$ cat src/rtl/gpio_chg_pkg.sv
package gpio_chg_pkg;
  localparam int ADDR_W = 2;

  localparam logic [ADDR_W-1:0] A_PIN = 2'd0;
  localparam logic [ADDR_W-1:0] A_LAT = 2'd1;
  localparam logic [ADDR_W-1:0] A_DIR = 2'd2;
  localparam logic [ADDR_W-1:0] A_CTL = 2'd3;

  localparam int CTL_NPU = 0;
  localparam int CTL_IE  = 1;
  localparam int CTL_FLG = 2;
endpackage

$ cat src/rtl/gpio_sync.sv
module gpio_sync #(
  parameter int W      = 8,
  parameter int STAGES = 2
) (
  input  logic         clk,
  input  logic         rst_n,
  input  logic [W-1:0] din,
  output logic [W-1:0] dout
);
  logic [STAGES-1:0][W-1:0] stage_q;

  always_ff @(posedge clk or negedge rst_n) begin
    if (!rst_n) stage_q <= '0;
    else        stage_q <= {stage_q[STAGES-2:0], din};
  end

  assign dout = stage_q[STAGES-1];
endmodule

$ cat src/rtl/gpio_regs.sv
module gpio_regs
  import gpio_chg_pkg::*;
#(
  parameter int W = 8
) (
  input  logic              clk,
  input  logic              rst_n,
  input  logic [ADDR_W-1:0] bus_addr,
  input  logic              bus_wr,
  input  logic              bus_rd,
  input  logic [W-1:0]      bus_wdata,
  output logic [W-1:0]      bus_rdata,
  input  logic [W-1:0]      pin_sync,
  input  logic              flag,
  output logic [W-1:0]      lat_q,
  output logic [W-1:0]      dir_q,
  output logic              npu_q,
  output logic              ie_q,
  output logic              clr_req,
  output logic              port_acc
);
  logic wr_lat, wr_dir, wr_ctl;

  assign wr_lat   = bus_wr && (bus_addr == A_PIN || bus_addr == A_LAT);
  assign wr_dir   = bus_wr && (bus_addr == A_DIR);
  assign wr_ctl   = bus_wr && (bus_addr == A_CTL);
  assign clr_req  = wr_ctl && !bus_wdata[CTL_FLG];
  assign port_acc = (bus_wr || bus_rd) && (bus_addr == A_PIN);

  always_ff @(posedge clk or negedge rst_n) begin
    if (!rst_n) begin
      lat_q <= '0;
      dir_q <= '1;
      npu_q <= 1'b1;
      ie_q  <= 1'b0;
    end else begin
      if (wr_lat) lat_q <= bus_wdata;
      if (wr_dir) dir_q <= bus_wdata;
      if (wr_ctl) begin
        npu_q <= bus_wdata[CTL_NPU];
        ie_q  <= bus_wdata[CTL_IE];
      end
    end
  end

  always_comb begin
    bus_rdata = '0;
    unique case (bus_addr)
      A_PIN: bus_rdata = pin_sync;
      A_LAT: bus_rdata = lat_q;
      A_DIR: bus_rdata = dir_q;
      default: begin
        bus_rdata[CTL_NPU] = npu_q;
        bus_rdata[CTL_IE]  = ie_q;
        bus_rdata[CTL_FLG] = flag;
      end
    endcase
  end


  dir_load_chk: assert property (@(posedge clk) disable iff (!rst_n)
    wr_dir |=> dir_q == $past(bus_wdata));


  lat_load_chk: assert property (@(posedge clk) disable iff (!rst_n)
    (bus_wr && bus_addr == A_PIN) |=> lat_q == $past(bus_wdata));
endmodule

$ cat src/rtl/gpio_chg_det.sv
module gpio_chg_det #(
  parameter int N = 4
) (
  input  logic         clk,
  input  logic         rst_n,
  input  logic [N-1:0] pin_hi,
  input  logic [N-1:0] dir_hi,
  input  logic         port_acc,
  input  logic         clr_req,
  output logic         mismatch,
  output logic         flag
);
  logic [N-1:0] snap_q;
  logic [N-1:0] diff;

  for (genvar i = 0; i < N; i++) begin : g_pin
    assign diff[i] = dir_hi[i] & (pin_hi[i] ^ snap_q[i]);
  end

  assign mismatch = |diff;

  always_ff @(posedge clk or negedge rst_n) begin
    if (!rst_n) begin
      snap_q <= '0;
      flag   <= 1'b0;
    end else begin
      if (port_acc) snap_q <= pin_hi;
      if (mismatch)     flag <= 1'b1;
      else if (clr_req) flag <= 1'b0;
    end
  end


  snap_capture_chk: assert property (@(posedge clk) disable iff (!rst_n)
    port_acc |=> snap_q == $past(pin_hi));


  flag_set_chk: assert property (@(posedge clk) disable iff (!rst_n)
    mismatch |=> flag);


  flag_sticky_chk: assert property (@(posedge clk) disable iff (!rst_n)
    (flag && !mismatch && !clr_req) |=> flag);


  flag_clear_chk: assert property (@(posedge clk) disable iff (!rst_n)
    (clr_req && !mismatch) |=> !flag);
endmodule

$ cat src/rtl/gpio_chg_port.sv
module gpio_chg_port
  import gpio_chg_pkg::*;
#(
  parameter int W        = 8,
  parameter int CHG_LO   = 4,
  parameter int SYNC_LEN = 2
) (
  input  logic              clk,
  input  logic              rst_n,
  input  logic [ADDR_W-1:0] bus_addr,
  input  logic              bus_wr,
  input  logic              bus_rd,
  input  logic [W-1:0]      bus_wdata,
  output logic [W-1:0]      bus_rdata,
  input  logic [W-1:0]      pad_in,
  output logic [W-1:0]      pad_oe,
  output logic [W-1:0]      pad_out,
  output logic [W-1:0]      pad_pull,
  output logic              irq
);
  localparam int NCHG = W - CHG_LO;

  logic [W-1:0] pin_sync, lat_q, dir_q;
  logic npu_q, ie_q, clr_req, port_acc, mismatch, flag;

  gpio_sync #(.W(W), .STAGES(SYNC_LEN)) u_sync (
    .clk(clk), .rst_n(rst_n), .din(pad_in), .dout(pin_sync)
  );

  gpio_regs #(.W(W)) u_regs (
    .clk(clk), .rst_n(rst_n), .bus_addr(bus_addr), .bus_wr(bus_wr),
    .bus_rd(bus_rd), .bus_wdata(bus_wdata), .bus_rdata(bus_rdata),
    .pin_sync(pin_sync), .flag(flag), .lat_q(lat_q), .dir_q(dir_q),
    .npu_q(npu_q), .ie_q(ie_q), .clr_req(clr_req), .port_acc(port_acc)
  );

  gpio_chg_det #(.N(NCHG)) u_chg (
    .clk(clk), .rst_n(rst_n), .pin_hi(pin_sync[W-1:CHG_LO]),
    .dir_hi(dir_q[W-1:CHG_LO]), .port_acc(port_acc), .clr_req(clr_req),
    .mismatch(mismatch), .flag(flag)
  );

  assign pad_oe   = ~dir_q;
  assign pad_out  = lat_q;
  assign pad_pull = dir_q & {W{~npu_q}};
  assign irq      = flag & ie_q;


  irq_hold_chk: assert property (@(posedge clk) disable iff (!rst_n)
    (irq && !clr_req) |=> flag);
endmodule

$ cat config.mk
export PLATFORM = sky130hd
export DESIGN_NAME = gpio_chg_port
export DESIGN_NICKNAME = d
export VERILOG_FILES = /design/src/rtl/gpio_chg_pkg.sv /design/src/rtl/gpio_sync.sv /design/src/rtl/gpio_regs.sv /design/src/rtl/gpio_chg_det.sv /design/src/rtl/gpio_chg_port.sv
export SDC_FILE = /design/constraint.sdc
export NUM_CORES = 1
export LEC_CHECK = 0
export ABC_CLOCK_PERIOD_IN_PS = 1700
export CAP_MARGIN = 15
export CORE_ASPECT_RATIO = 1.5
export CORE_MARGIN = 4
export CORE_UTILIZATION = 60
export CTS_CLUSTER_DIAMETER = 200
export DETAILED_ROUTE_END_ITERATION = 8
export DONT_BUFFER_PORTS = 1
export PLACE_DENSITY = 0.78
export SYNTH_ARGS = -nofsm -noshare
export SYNTH_HDL_FRONTEND = slang
export SYNTH_SLANG_ARGS = --single-unit
$ cat constraint.sdc
create_clock -name clk -period 1.7 [get_ports clk]
set_clock_uncertainty 0.05 [all_clocks]
set_input_delay 0.34 -clock clk [delete_from_list [all_inputs] [get_ports clk]]
set_output_delay 0.34 -clock clk [all_outputs]
set_load 0.05 [all_outputs]
Word-level counts from Yosys, hierarchy flattened
Index checks and enable logic that the tools add are counted.
- memories kept: 0
- bits in read-only memories: 0
- bits in writable memories: 0
- input bits: 22
- logic and storage cells: 38
- output and inout port bits: 33
- flip-flop bits (word level): 39
- latch bits: 0
- bitwise gates (word level): 12
- add/subtract/negate cells: 0
- multiplexer cells: 4
- reductions and logical operators: 11
- shifts and indexed selects: 0
- magnitude comparators: 0
- eq/ne operators: 3
- div/mod/pow operators: 0
- $mul: 0
- operator list (operator ; number):
    case mux 5 bit (3 select lines) ; 1
    case mux 3 bit (3 select lines) ; 1
    AND 8 bit ; 1
    NOT 8 bit ; 1
    AND 1 bit ; 5
    logical AND 1 bit ; 5
    equality test 2 bit (second input constant) ; 2
    OR reduction 4 bit ; 1
    bitwise XOR 1 bit ; 4
    equality test 2 x 1 -> 1 bit (second input constant) ; 1
    zero test 2 bit ; 1
    logical OR 1 bit ; 2
    2-to-1 mux 1 bit ; 2
    nonzero test 2 bit ; 1
    zero test 1 bit ; 1
    NOT 1 bit ; 1

Logic depth before layout (Yosys ltp)
Gate-level depths: netlist of the first run.
- word-level depth: 5
- depth in mapped cells: 4
- mapped depth without buffers: 3

Cells and area by module
From an unflattened synthesis of the first run, not the netlist that was laid out.
- cells, all modules: 118
- area total of the unflattened synthesis: 1680.4 sq um
- by module, submodules not included (module ; seq. area each (sq um) ; cells each ; area each (sq um) ; times used):
    gpio_regs ; 461.7 ; 59 ; 898.4 ; 1
    gpio_sync ; 400.4 ; 24 ; 460.4 ; 1
    gpio_chg_det ; 125.1 ; 18 ; 235.2 ; 1
    gpio_chg_port ; 0.0 ; 17 ; 86.3 ; 1

Worst setup path before layout of the first run
Ideal clock, no wire load.
- path kind: register -> output
- start point: register u_regs.dir_q[4]
- end point: output port bus_rdata[4]
- data required time: 1.310 ns
- slack: -0.366 ns
- path buffers: 0
- cell stages (with the launch flop): 3
- arrival time: 1.676 ns
- cells stage by stage: dfstp_2 -> mux2i_1 -> o21ai_0
- cells in the longest elaborated chain, start to end: 1
- ends and longest elaborated chain (item ; RTL line ; text):
    start: declaration ; gpio_regs.sv:16 ; output logic [W-1:0] dir_q,
    start signal: assignment ; gpio_regs.sv:38 ; if (wr_dir) dir_q <= bus_wdata;
    case mux 5 bit (3 select lines) ; gpio_regs.sv:48 ; unique case (bus_addr)
    end: declaration ; gpio_chg_port.sv:14 ; output logic [W-1:0] bus_rdata,
Every way passes these cells.

Final worst setup path of the first run
- start point: register u_regs.ie_q
- end point: output port bus_rdata[1]
- cells in the longest elaborated chain, start to end: 1
- ends and longest elaborated chain (item ; RTL line ; text):
    start: declaration ; gpio_regs.sv:18 ; output logic ie_q,
    start signal: assignment ; gpio_regs.sv:41 ; ie_q <= bus_wdata[CTL_IE];
    case mux 3 bit (3 select lines) ; gpio_regs.sv:48 ;
Every way passes these cells.

==> impl_results.rst, run 1 <==
.. list-table::
   :header-rows: 1

   * - Metric
     - Value
   * - Fill cell total of the finished layout
     - 86
   * - Critical path start-end classification
     - reg -> out
   * - Commonest cells after routing, fill and taps aside
     - 30 x sky130_fd_sc_hd__dfrtp_1, 22 x sky130_fd_sc_hd__mux2_2, 21 x sky130_fd_sc_hd__buf_4
   * - Site row count
     - 22
   * - Pin slew with the least headroom to its limit
     - 510.1 ps
   * - Data required time at the worst endpoint
     - 1310 ps
   * - Sort of element at the end of the critical path
     - output port
   * - Number of diodes added for antenna fixing
     - 0
   * - Root Driver
     - sky130_fd_sc_hd__clkbuf_4
   * - Post-synthesis sequential element count
     - 39
   * - Count of endpoints failing setup in the final report
     - 8
   * - First-pass iteration count of the detailed router
     - 4
   * - Standby leakage power
     - 1.006 nW
   * - Cell count of the worst reg-to-reg path
     - 3
   * - Max Fclk
     - 554.9 MHz
   * - Final worst setup slack
     - -102.0 ps
   * - Number of nets in the final layout
     - 186
   * - Syn Std Cell Area
     - 0.001598 mm^2
   * - Clock transition at path regs
     - 110 ps
   * - Most frequent standard cell in the layout excluding fill and tap cells
     - sky130_fd_sc_hd__dfrtp_1
   * - X dimension of the die
     - 50.14 um
   * - Max-cap violations
     - 0
   * - Synthesized Nets
     - 136
   * - Launching element type of the critical path
     - flop
   * - Hpwl dp
     - 2588 um
   * - Outcome
     - finished, violations left
   * - Yosys warnings
     - 0
   * - Count of final hold-check violations
     - 0
   * - Tcrit/Tclk final
     - 1.060
   * - Final max-slew violation count
     - 0
   * - Final critical path time including I/O delays and setup
     - 1802 ps
   * - Worst path arrival time
     - 1410 ps
   * - Largest net degree at the start of global routing
     - 40
   * - Placeable core region
     - 0.002505 mm^2
   * - Remaining design rule violation count
     - 0
   * - Growth of design area from synthesis to finish
     - 42.52%
   * - Worst rel slew slack
     - 0.6623
   * - Cell count after synthesis
     - 114
   * - Violated checks
     - setup timing
   * - Worst hold path depth
     - 1
   * - Clock tree sinks
     - 39
   * - Number of global-route vias before repair
     - 1201
   * - Final total power
     - 0.002907 W
   * - Die area
     - 0.003570 mm^2
   * - TritonCTS clock tree
     - done
   * - Unrepaired setup endpoints after global routing
     - yes
   * - Routability congestion estimate from global placement
     - 0.7301
   * - Antenna violations before repair
     - 0
   * - Type of the worst min-delay path
     - in -> reg
   * - Average cell area after synthesis
     - 14.02 um^2
   * - Count of H-tree levels built during CTS
     - 2
   * - Fraction of final layout cells with drive strength greater than 1
     - 0.6061
   * - Die height
     - 71.20 um
   * - CTS buffer count
     - 5
   * - Largest buffer count on any clock path
     - 2
   * - Initial core utilization
     - 0.6379
   * - Worst-path maximum fanout
     - 3
   * - Antenna-violating nets left
     - 0
   * - Final wirelength
     - 4236 um
   * - Mean routed wirelength per cell
     - 21.07 um
   * - Share of the yosys chip area belonging to registers
     - 0.6179
   * - First-pass GRT wire length
     - 6120 um
   * - Worst-case vdd ir drop
     - 0.8597 mV
   * - Initial drt markers
     - 36
   * - Detailed-route via count
     - 1134
   * - Worst skew pair latency
     - 330 ps
   * - Global-route congestion overflow total
     - 0
   * - Pwr dens
     - 1277 mW/mm^2
   * - Distinct cell type count after synthesis
     - 20
   * - Number of buffers added on ports
     - 0
   * - Io pins
     - 55
   * - Avg Vias per Cell
     - 5.642
   * - Overall track demand over capacity in global routing
     - 0.2363
   * - Worst setup slack after placement
     - 238.9 ps
[worst paths after layout]
check,to,slack [ps],startpoint
worst max-delay path,bus_rdata[1],-100,u_regs.ie_q
worst min-delay path,u_regs.dir_q[0],100,bus_wdata[0]
worst max register to register,u_chg.flag,570,u_sync.dout[7]
worst min register to register,u_sync.dout[5],310,u_sync.stage_q[5]
max in group asynchronous,u_regs.dir_q[6],950,rst_n
min in group asynchronous,u_regs.lat_q[0],400,rst_n
[Yosys cell counts, drive strengths merged]
cell type | instances | area share
nand3 | 2 | 0.0063
inv | 8 | 0.019
dfstp | 9 | 0.15
mux2i | 5 | 0.031
and2 | 1 | 0.0039
a22oi | 2 | 0.0094
mux4 | 3 | 0.045
xor2 | 4 | 0.022
o21ai | 7 | 0.022
mux2 | 22 | 0.16
nand3b | 1 | 0.013
nand2 | 5 | 0.012
nor2 | 9 | 0.021
dfrtp | 30 | 0.47
buf | 3 | 0.013
clkbuf | 1 | 0.0023
nor2b | 2 | 0.0078
[power by group]
group | leakage [nW] | switching [W] | internal [W]
logic | 0.528 | 0.000774 | 0.000486
clock network | 0.0353 | 0.000281 | 0.000201
registers | 0.443 | 0.0000963 | 0.00107
total | 1.01 | 0.00115 | 0.00176
[through the flow]
step | TNS [ps] | hold slack (ps) | utilization | area (um^2) | cells
floorplan | -216.1 | -5.591 | - | 1633 | 114
global placement | 0 | -4.831 | 0.7987 | 2001 | 179
detailed placement | 0 | -4.715 | 0.7987 | 2001 | 179
CTS | -349.3 | 84.92 | 0.8896 | 2228 | 201
global route | -1123 | 71.56 | 0.9091 | 2277 | 201
finish | -427.0 | 95.19 | 0.9091 | 2277 | 201
[registers in the layout (all words and copies together) (netlist names)]
name and count:
u_sync.dout 8, u_regs.dir_q 8, u_regs.lat_q 8, u_chg.snap_q 4, u_chg.flag 1, u_regs.ie_q 1
u_sync.stage_q 8, u_regs.npu_q 1
[logic make-up after synthesis]
kind of cell / synth area share
xor gates and xnor gates: 0.02192
and+or+nand+nor: 0.06343
muxes: 0.2310
AOI/OAI and AO/OA: 0.03132
buffers and inverters: 0.03445
DFF: 0.6179
[what timing repair did]
action,4_1_cts,5_1_grt
pin swaps,0,6
hold endpoints to repair,47,0
hold buffers,10,0
buffers inserted,4,0
endpoints found under the setup margin,13,15
gates cloned,0,0
gates resized for setup,9,16
[worst max-delay path, cell delays in order (launching register included)]
cell,delay (ps)
sky130_fd_sc_hd__dfrtp_1,420
sky130_fd_sc_hd__mux4_2,490
sky130_fd_sc_hd__buf_6,170
[final cells by class]
| cell class | count | area, um^2 | share of cell area |
|---|---|---|---|
| Timing Repair Buffer | 47 | 521.8 | 0.2291 |
| Clock buffer | 7 | 55.05 | 0.02418 |
| Tap cell | 36 | 45.04 | 0.01978 |
| Clock inverter | 1 | 5.005 | 0.002198 |
| Multi-Input combinational cell | 63 | 633.1 | 0.2780 |
| Inverter | 8 | 30.03 | 0.01319 |
| Sequential cell | 39 | 987.2 | 0.4335 |
[routing by layer]
| metal | track usage | vias up | wire [um] |
|---|---|---|---|
| met5 | 0 | - | 0 |
| met4 | 0.07385 | 0 | 89 |
| met3 | 0.07579 | 9 | 227 |
| met2 | 0.4201 | 43 | 2395 |
| met1 | 0.2621 | 592 | 1523 |
| li1 | - | 490 | - |
Power figures use the tool's default switching activity.
==> run 2, diff against run 1 <==
CTS_BUF_LIST = sky130_fd_sc_hd__clkbuf_2 sky130_fd_sc_hd__clkbuf_4 sky130_fd_sc_hd__clkbuf_8   (was default)
SETUP_SLACK_MARGIN = 0.1   (was default)
SYNTH_HIERARCHICAL = 1   (was default)
==> impl_results.rst, run 2 <==
.. list-table::
   :header-rows: 1

   * - Metric
     - Value
   * - Syn Std Cell Area
     - 0.001677 mm^2 (+4.9%)
   * - Critical Path Stages
     - 1 (-1)
   * - Setup slack on the worst flop-to-flop path
     - 580 ps (about the same)
   * - Initial drt markers
     - 14 (-61%)
   * - Worst r2r src
     - u_sync/dout[6]
   * - Clock transition at path regs
     - 70 ps (-40 ps)
   * - Die area
     - 0.003721 mm^2 (+4.3%)
   * - Sort of element at the end of the critical path
     - output port
   * - Cell count of the worst reg-to-reg path
     - 3 (unchanged)
   * - Remaining design rule violation count
     - 0 (unchanged)
   * - Overall track demand over capacity in global routing
     - 0.2134 (-0.02290)
   * - Number of diodes added for antenna fixing
     - 0 (unchanged)
   * - Worst path arrival time
     - 1320 ps (-90 ps)
   * - Fraction of final layout cells with drive strength greater than 1
     - 0.6284 (+0.02232)
   * - Worst hold path depth
     - 0 (-1)
   * - Die height
     - 72.74 um (+2.2%)
   * - Data required time at the worst endpoint
     - 1310 ps (about the same)
   * - Count of final hold-check violations
     - 0 (unchanged)
   * - Largest buffer count on any clock path
     - 2 (unchanged)
   * - Number of buffers added on ports
     - 0 (unchanged)
   * - Instance area after placement
     - 0.001876 mm^2 (-6.3%)
   * - Pwr dens
     - 1331 mW/mm^2 (+4.2%)
   * - Cell count after placement
     - 168 (-6.1%)
   * - TritonCTS clock tree
     - done
   * - Detailed-route via count
     - 1023 (-9.8%)
   * - Final critical path time including I/O delays and setup
     - 1711 ps (-91.48 ps)
   * - Outcome
     - finished, violations left
   * - Number of nets in the final layout
     - 169 (-9.1%)
   * - Slowest cell delay on critical path
     - 640 ps (+150 ps)
   * - Startpoint of the worst hold path
     - pad_in[1]
   * - Ordered list of cells on the worst path
     - mux4_2
   * - Unrepaired setup endpoints after global routing
     - yes
   * - Global-route congestion overflow total
     - 0 (unchanged)
   * - Yosys warnings
     - 6 (+6)
   * - Placeable core region
     - 0.002676 mm^2 (+6.8%)
   * - Final std cells w/o fill
     - 185 (-8.0%)
   * - Sum Neg Setup Slack
     - -17.08 ps (+409.9 ps)
   * - Most frequent standard cell in the layout excluding fill and tap cells
     - sky130_fd_sc_hd__dfrtp_1
   * - Critical path start-end classification
     - reg -> out
   * - Mean routed wirelength per cell
     - 19.96 um (-5.3%)
   * - CTS buffer count
     - 5 (unchanged)
   * - Share of the core filled with cells in the final layout
     - 0.8186 (-0.09048)
   * - Routability congestion estimate from global placement
     - 0.8627 (+18%)
   * - Final max-slew violation count
     - 0 (unchanged)
   * - Average cell area after synthesis
     - 14.33 um^2 (+2.2%)
   * - Master of the slowest instance on the critical path
     - sky130_fd_sc_hd__mux4_2
   * - Launching element type of the critical path
     - flop
   * - Pin slew with the least headroom to its limit
     - 454.2 ps (-55.84 ps)
   * - Worst-case vdd ir drop
     - 1.041 mV (+21%)
   * - X dimension of the die
     - 51.16 um (+2.0%)
   * - Worst-path maximum fanout
     - 3 (unchanged)
   * - Post-route standard cell area excluding fillers
     - 0.002191 mm^2 (-3.8%)
   * - Io pins
     - 55 (unchanged)
   * - Cell count after synthesis
     - 117 (+2.6%)
   * - Count of endpoints failing setup in the final report
     - 2 (-6)
   * - Commonest cells after routing, fill and taps aside
     - 27 x sky130_fd_sc_hd__dfrtp_1, 18 x sky130_fd_sc_hd__mux2_2, 17 x sky130_fd_sc_hd__buf_4
   * - Hpwl dp
     - 2545 um (-1.7%)
   * - Site row count
     - 23 (+4.5%)
   * - Type of the worst min-delay path
     - in -> reg
   * - Number of buffers and inverters on the critical path
     - 0 (-1)
   * - Final worst setup slack
     - -10.52 ps (+91.48 ps)
   * - Max-cap violations
     - 0 (unchanged)
   * - First-pass GRT wire length
     - 5609 um (-8.3%)
   * - Largest net degree at the start of global routing
     - 40 (unchanged)
   * - Clock tree sinks
     - 39 (unchanged)
   * - Max Fclk
     - 584.6 MHz (+5.3%)
   * - Initial core utilization
     - 0.6265 (-0.01140)
   * - First-pass iteration count of the detailed router
     - 4 (unchanged)
   * - Violated checks
     - setup timing
   * - Worst rel slew slack
     - 0.6969 (+0.03453)
   * - Antenna violations before repair
     - 0 (unchanged)
   * - Root Driver
     - sky130_fd_sc_hd__clkbuf_8
   * - Avg Vias per Cell
     - 5.530 (-2.0%)
   * - Synthesized Nets
     - 139 (+2.2%)
   * - Worst skew pair latency
     - 290 ps (-40 ps)
   * - End point of the most critical hold path
     - u_sync/stage_q[1]
   * - Antenna-violating nets left
     - 0 (unchanged)
   * - Final wirelength
     - 3692 um (-13%)
   * - Count of H-tree levels built during CTS
     - 2 (unchanged)
   * - Dominant delay contributor by cell family on the critical path
     - multiplexers
   * - Growth of design area from synthesis to finish
     - 30.67%
   * - End of the worst register-to-register path
     - u_chg/flag
   * - Tcrit/Tclk final
     - 1.006 (-0.05381)
   * - Standby leakage power
     - 0.9829 nW (-2.3%)
   * - Number of global-route vias before repair
     - 1139 (-5.2%)
## run 2: how the worst max path moves through the flow
| stage | startpoint | to | slack (ps) |
|---|---|---|---|
| 6_report | u_regs/npu_q | bus_rdata[0] | -10 |
| 3_5_place_dp | u_regs/ie_q | bus_rdata[1] | 290 |
| 4_1_cts | u_regs/ie_q | bus_rdata[1] | -20 |
| 3_3_place_gp | u_regs/npu_q | bus_rdata[0] | 290 |
| 5_1_grt | u_regs/ie_q | bus_rdata[1] | -50 |
| 2_1_floorplan | u_regs/lat_q[0] | bus_rdata[0] | 170 |
## run 2: where the power goes
part	leakage, nW	switching (W)	internal (W)
Sequential	0.440	0.0000970	0.00107
Clock	0.0491	0.000292	0.000319
Combinational	0.494	0.000714	0.000420
## run 2: per-layer routing
metal	wire [um]	global-route usage
met1	1343	0.2417
met2	1892	0.3501
met3	337	0.07566
met4	119	0.1108
met5	0	0
## run 2: cell type report
cell class	count	area, um^2
inverter	8	30.03
clock buffer	7	83.83
clock inverter	1	5.005
tap	37	46.29
fill	138	485.5
multi-input combinational	59	676.9
timing repair buffer	34	357.8
sequential	39	991.0
## run 2: metrics by stage
| stage | power, W | setup WS [ps] | hold WS (ps) |
|---|---|---|---|
| after global placement | 0.002087 | 292.3 | -4.579 |
| final | 0.002915 | -10.52 | 26.27 |
| after global routing | 0.003041 | -45.90 | 4.054 |
| after floorplan | 0.001918 | 172.9 | -5.591 |
| after detailed placement | 0.002111 | 286.7 | -4.629 |
| after CTS | 0.002837 | -18.09 | 15.32 |
## run 2: repair_timing
action	CTS	global route
pin swaps	5	1
hold buffers	2	0
gates cloned	0	0
setup endpoints to repair	14	16
setup buffers	7	0
resized for setup	13	23
endpoints found under the hold margin	39	0
==> run 3, diff against run 2 <==
PLACE_DENSITY = 0.72   (was 0.78)
==> impl_results.rst, run 3 (synthesis results as in run 2) <==
.. list-table::
   :header-rows: 1

   * - Metric
     - Value
   * - Global-route congestion overflow total
     - 0 (unchanged)
   * - Master of the slowest instance on the critical path
     - sky130_fd_sc_hd__mux4_2
   * - Routability congestion estimate from global placement
     - 0.7393 (-14%)
   * - Mean routed wirelength per cell
     - 17.84 um (-11%)
   * - Fraction of final layout cells with drive strength greater than 1
     - 0.6067 (-0.02171)
   * - Io pins
     - 55 (unchanged)
   * - CTS buffer count
     - 5 (unchanged)
   * - Number of diodes added for antenna fixing
     - 0 (unchanged)
   * - Die height
     - 72.74 um (unchanged)
   * - Worst setup slack after placement
     - 267.1 ps (-19.55 ps)
   * - Avg Vias per Cell
     - 5.422 (-1.9%)
   * - Outcome
     - finished, violations left
   * - Count of final hold-check violations
     - 0 (unchanged)
   * - Instance area after placement
     - 0.001876 mm^2 (unchanged)
   * - TritonCTS clock tree
     - done
   * - Post-route standard cell area excluding fillers
     - 0.002221 mm^2 (+1.4%)
   * - Antenna-violating nets left
     - 0 (unchanged)
   * - Worst rel slew slack
     - 0.7166 (+0.01975)
   * - First-pass GRT wire length
     - 5368 um (-4.3%)
   * - Most crowded layer after global routing
     - met2
   * - Met1 capacity usage during global routing
     - 0.2357 (-0.005962)
   * - First-pass iteration count of the detailed router
     - 4 (unchanged)
   * - Root Driver
     - sky130_fd_sc_hd__clkbuf_8
   * - Most frequent standard cell in the layout excluding fill and tap cells
     - sky130_fd_sc_hd__dfrtp_1
   * - Hpwl dp
     - 2381 um (-6.4%)
   * - Largest net degree at the start of global routing
     - 40 (unchanged)
   * - Number of global-route vias before repair
     - 1077 (-5.4%)
   * - Antenna violations before repair
     - 0 (unchanged)
   * - Unrepaired setup endpoints after global routing
     - yes
   * - Pin slew with the least headroom to its limit
     - 424.6 ps (-29.60 ps)
   * - Initial drt markers
     - 11 (-3)
   * - Final worst setup slack
     - -15.20 ps (-4.678 ps)
   * - Sort of element at the end of the critical path
     - output port
   * - Data required time at the worst endpoint
     - 1310 ps (about the same)
   * - Clock tree sinks
     - 39 (unchanged)
   * - Max Fclk
     - 583.0 MHz (-0.27%)
   * - Final critical path time including I/O delays and setup
     - 1715 ps (+4.677 ps)
   * - Growth of design area from synthesis to finish
     - 32.46%
   * - Pwr dens
     - 1378 mW/mm^2 (+3.5%)
   * - Remaining design rule violation count
     - 0 (unchanged)
   * - Number of buffers and inverters on the critical path
     - 0 (unchanged)
   * - Worst path arrival time
     - 1330 ps (about the same)
   * - Count of H-tree levels built during CTS
     - 2 (unchanged)
   * - Initial core utilization
     - 0.6265 (unchanged)
   * - Commonest cells after routing, fill and taps aside
     - 27 x sky130_fd_sc_hd__dfrtp_1, 18 x sky130_fd_sc_hd__buf_4, 18 x sky130_fd_sc_hd__mux2_2
   * - Slowest cell delay on critical path
     - 640 ps (about the same)
   * - Max-cap violations
     - 0 (unchanged)
   * - Worst-path maximum fanout
     - 2 (-1)
   * - Sum Neg Setup Slack
     - -31.67 ps (-14.59 ps)
   * - Largest buffer count on any clock path
     - 2 (unchanged)
   * - Final wirelength
     - 3337 um (-9.6%)
   * - Number of buffers added on ports
     - 0 (unchanged)
   * - Share of the core filled with cells in the final layout
     - 0.8298 (+0.01122)
   * - Standby leakage power
     - 1.007 nW (+2.5%)
   * - Number of nets in the final layout
     - 171 (+1.2%)
   * - Worst-case vdd ir drop
     - 1.140 mV (+9.6%)
   * - Met2 Track Usage GR
     - 0.3429 (-0.007174)
   * - Site row count
     - 23 (unchanged)
   * - Clock transition at path regs
     - 70 ps (about the same)
   * - Final max-slew violation count
     - 0 (unchanged)
   * - Count of endpoints failing setup in the final report
     - 3 (+1)
   * - Worst skew pair latency
     - 290 ps (about the same)
   * - Die area
     - 0.003721 mm^2 (unchanged)
   * - Violated checks
     - setup timing
   * - Overall track demand over capacity in global routing
     - 0.2019 (-0.01145)
   * - X dimension of the die
     - 51.16 um (unchanged)
   * - Placeable core region
     - 0.002676 mm^2 (unchanged)
   * - Launching element type of the critical path
     - flop
   * - Critical path start-end classification
     - reg -> out
   * - Tcrit/Tclk final
     - 1.009 (+0.002751)
   * - Dominant delay contributor by cell family on the critical path
     - multiplexers
   * - Met3 track demand over resource in global routing
     - 0.07362 (-0.002045)
   * - Detailed-route via count
     - 1014 (-0.88%)
   * - Ordered list of cells on the worst path
     - mux4_2
   * - Type of the worst min-delay path
     - in -> reg
==> run 3: worst paths after layout <==
path,slack [ps],end,startpoint,depth (start not counted)
setup / recovery,-20,bus_rdata[2],u_chg/flag,1
min in group asynchronous,450,u_chg/flag,rst_n,2
max in group asynchronous,900,u_regs/dir_q[0],rst_n,2
setup reg to reg,660,u_regs/lat_q[7],u_regs/lat_q[7],2
hold / removal,20,u_sync/stage_q[5],pad_in[5],0
hold reg to reg,300,u_sync/dout[4],u_sync/stage_q[4],0
==> run 3: timing repair <==
action                                  4_1_cts  5_1_grt
pin swaps                                     5        1
endpoints found under the hold margin        39        1
gates resized for setup                      11       21
buffers inserted                              8        0
gates cloned                                  0        0
hold buffers                                  2        1
endpoints found under the setup margin       15       16
==> run 3: layout make-up <==
cell class,count,area (um^2)
Clock buffer,6,82.58
Timing Repair Buffer,36,370.4
Fill cell,144,455.4
Multi-Input combinational cell,59,665.6
Sequential cell,39,991.0
Clock inverter,2,35.03
Tap cell,37,46.29
Inverter,8,30.03
==> run 3: stage by stage <==
stage / instances / hold slack (ps) / total power, W
after floorplan: 117 / -5.591 / 0.001918
after global placement: 168 / -4.541 / 0.002086
after detailed placement: 168 / -4.442 / 0.002103
after CTS: 186 / 11.99 / 0.002989
after global routing: 187 / 2.212 / 0.003192
final: 187 / 23.39 / 0.003060
==> run 3: power breakdown <==
group / internal, W / switching, W
Clock: 0.000474 / 0.000304
Sequential: 0.00107 / 0.0000872
Combinational: 0.000417 / 0.000704
Total: 0.00196 / 0.00110
==> run 3: metal layers <==
layer | part of all wire | wire (um)
met5 | 0 | 0
met4 | 0.011 | 38
met3 | 0.078 | 260
met2 | 0.55 | 1828
met1 | 0.36 | 1210
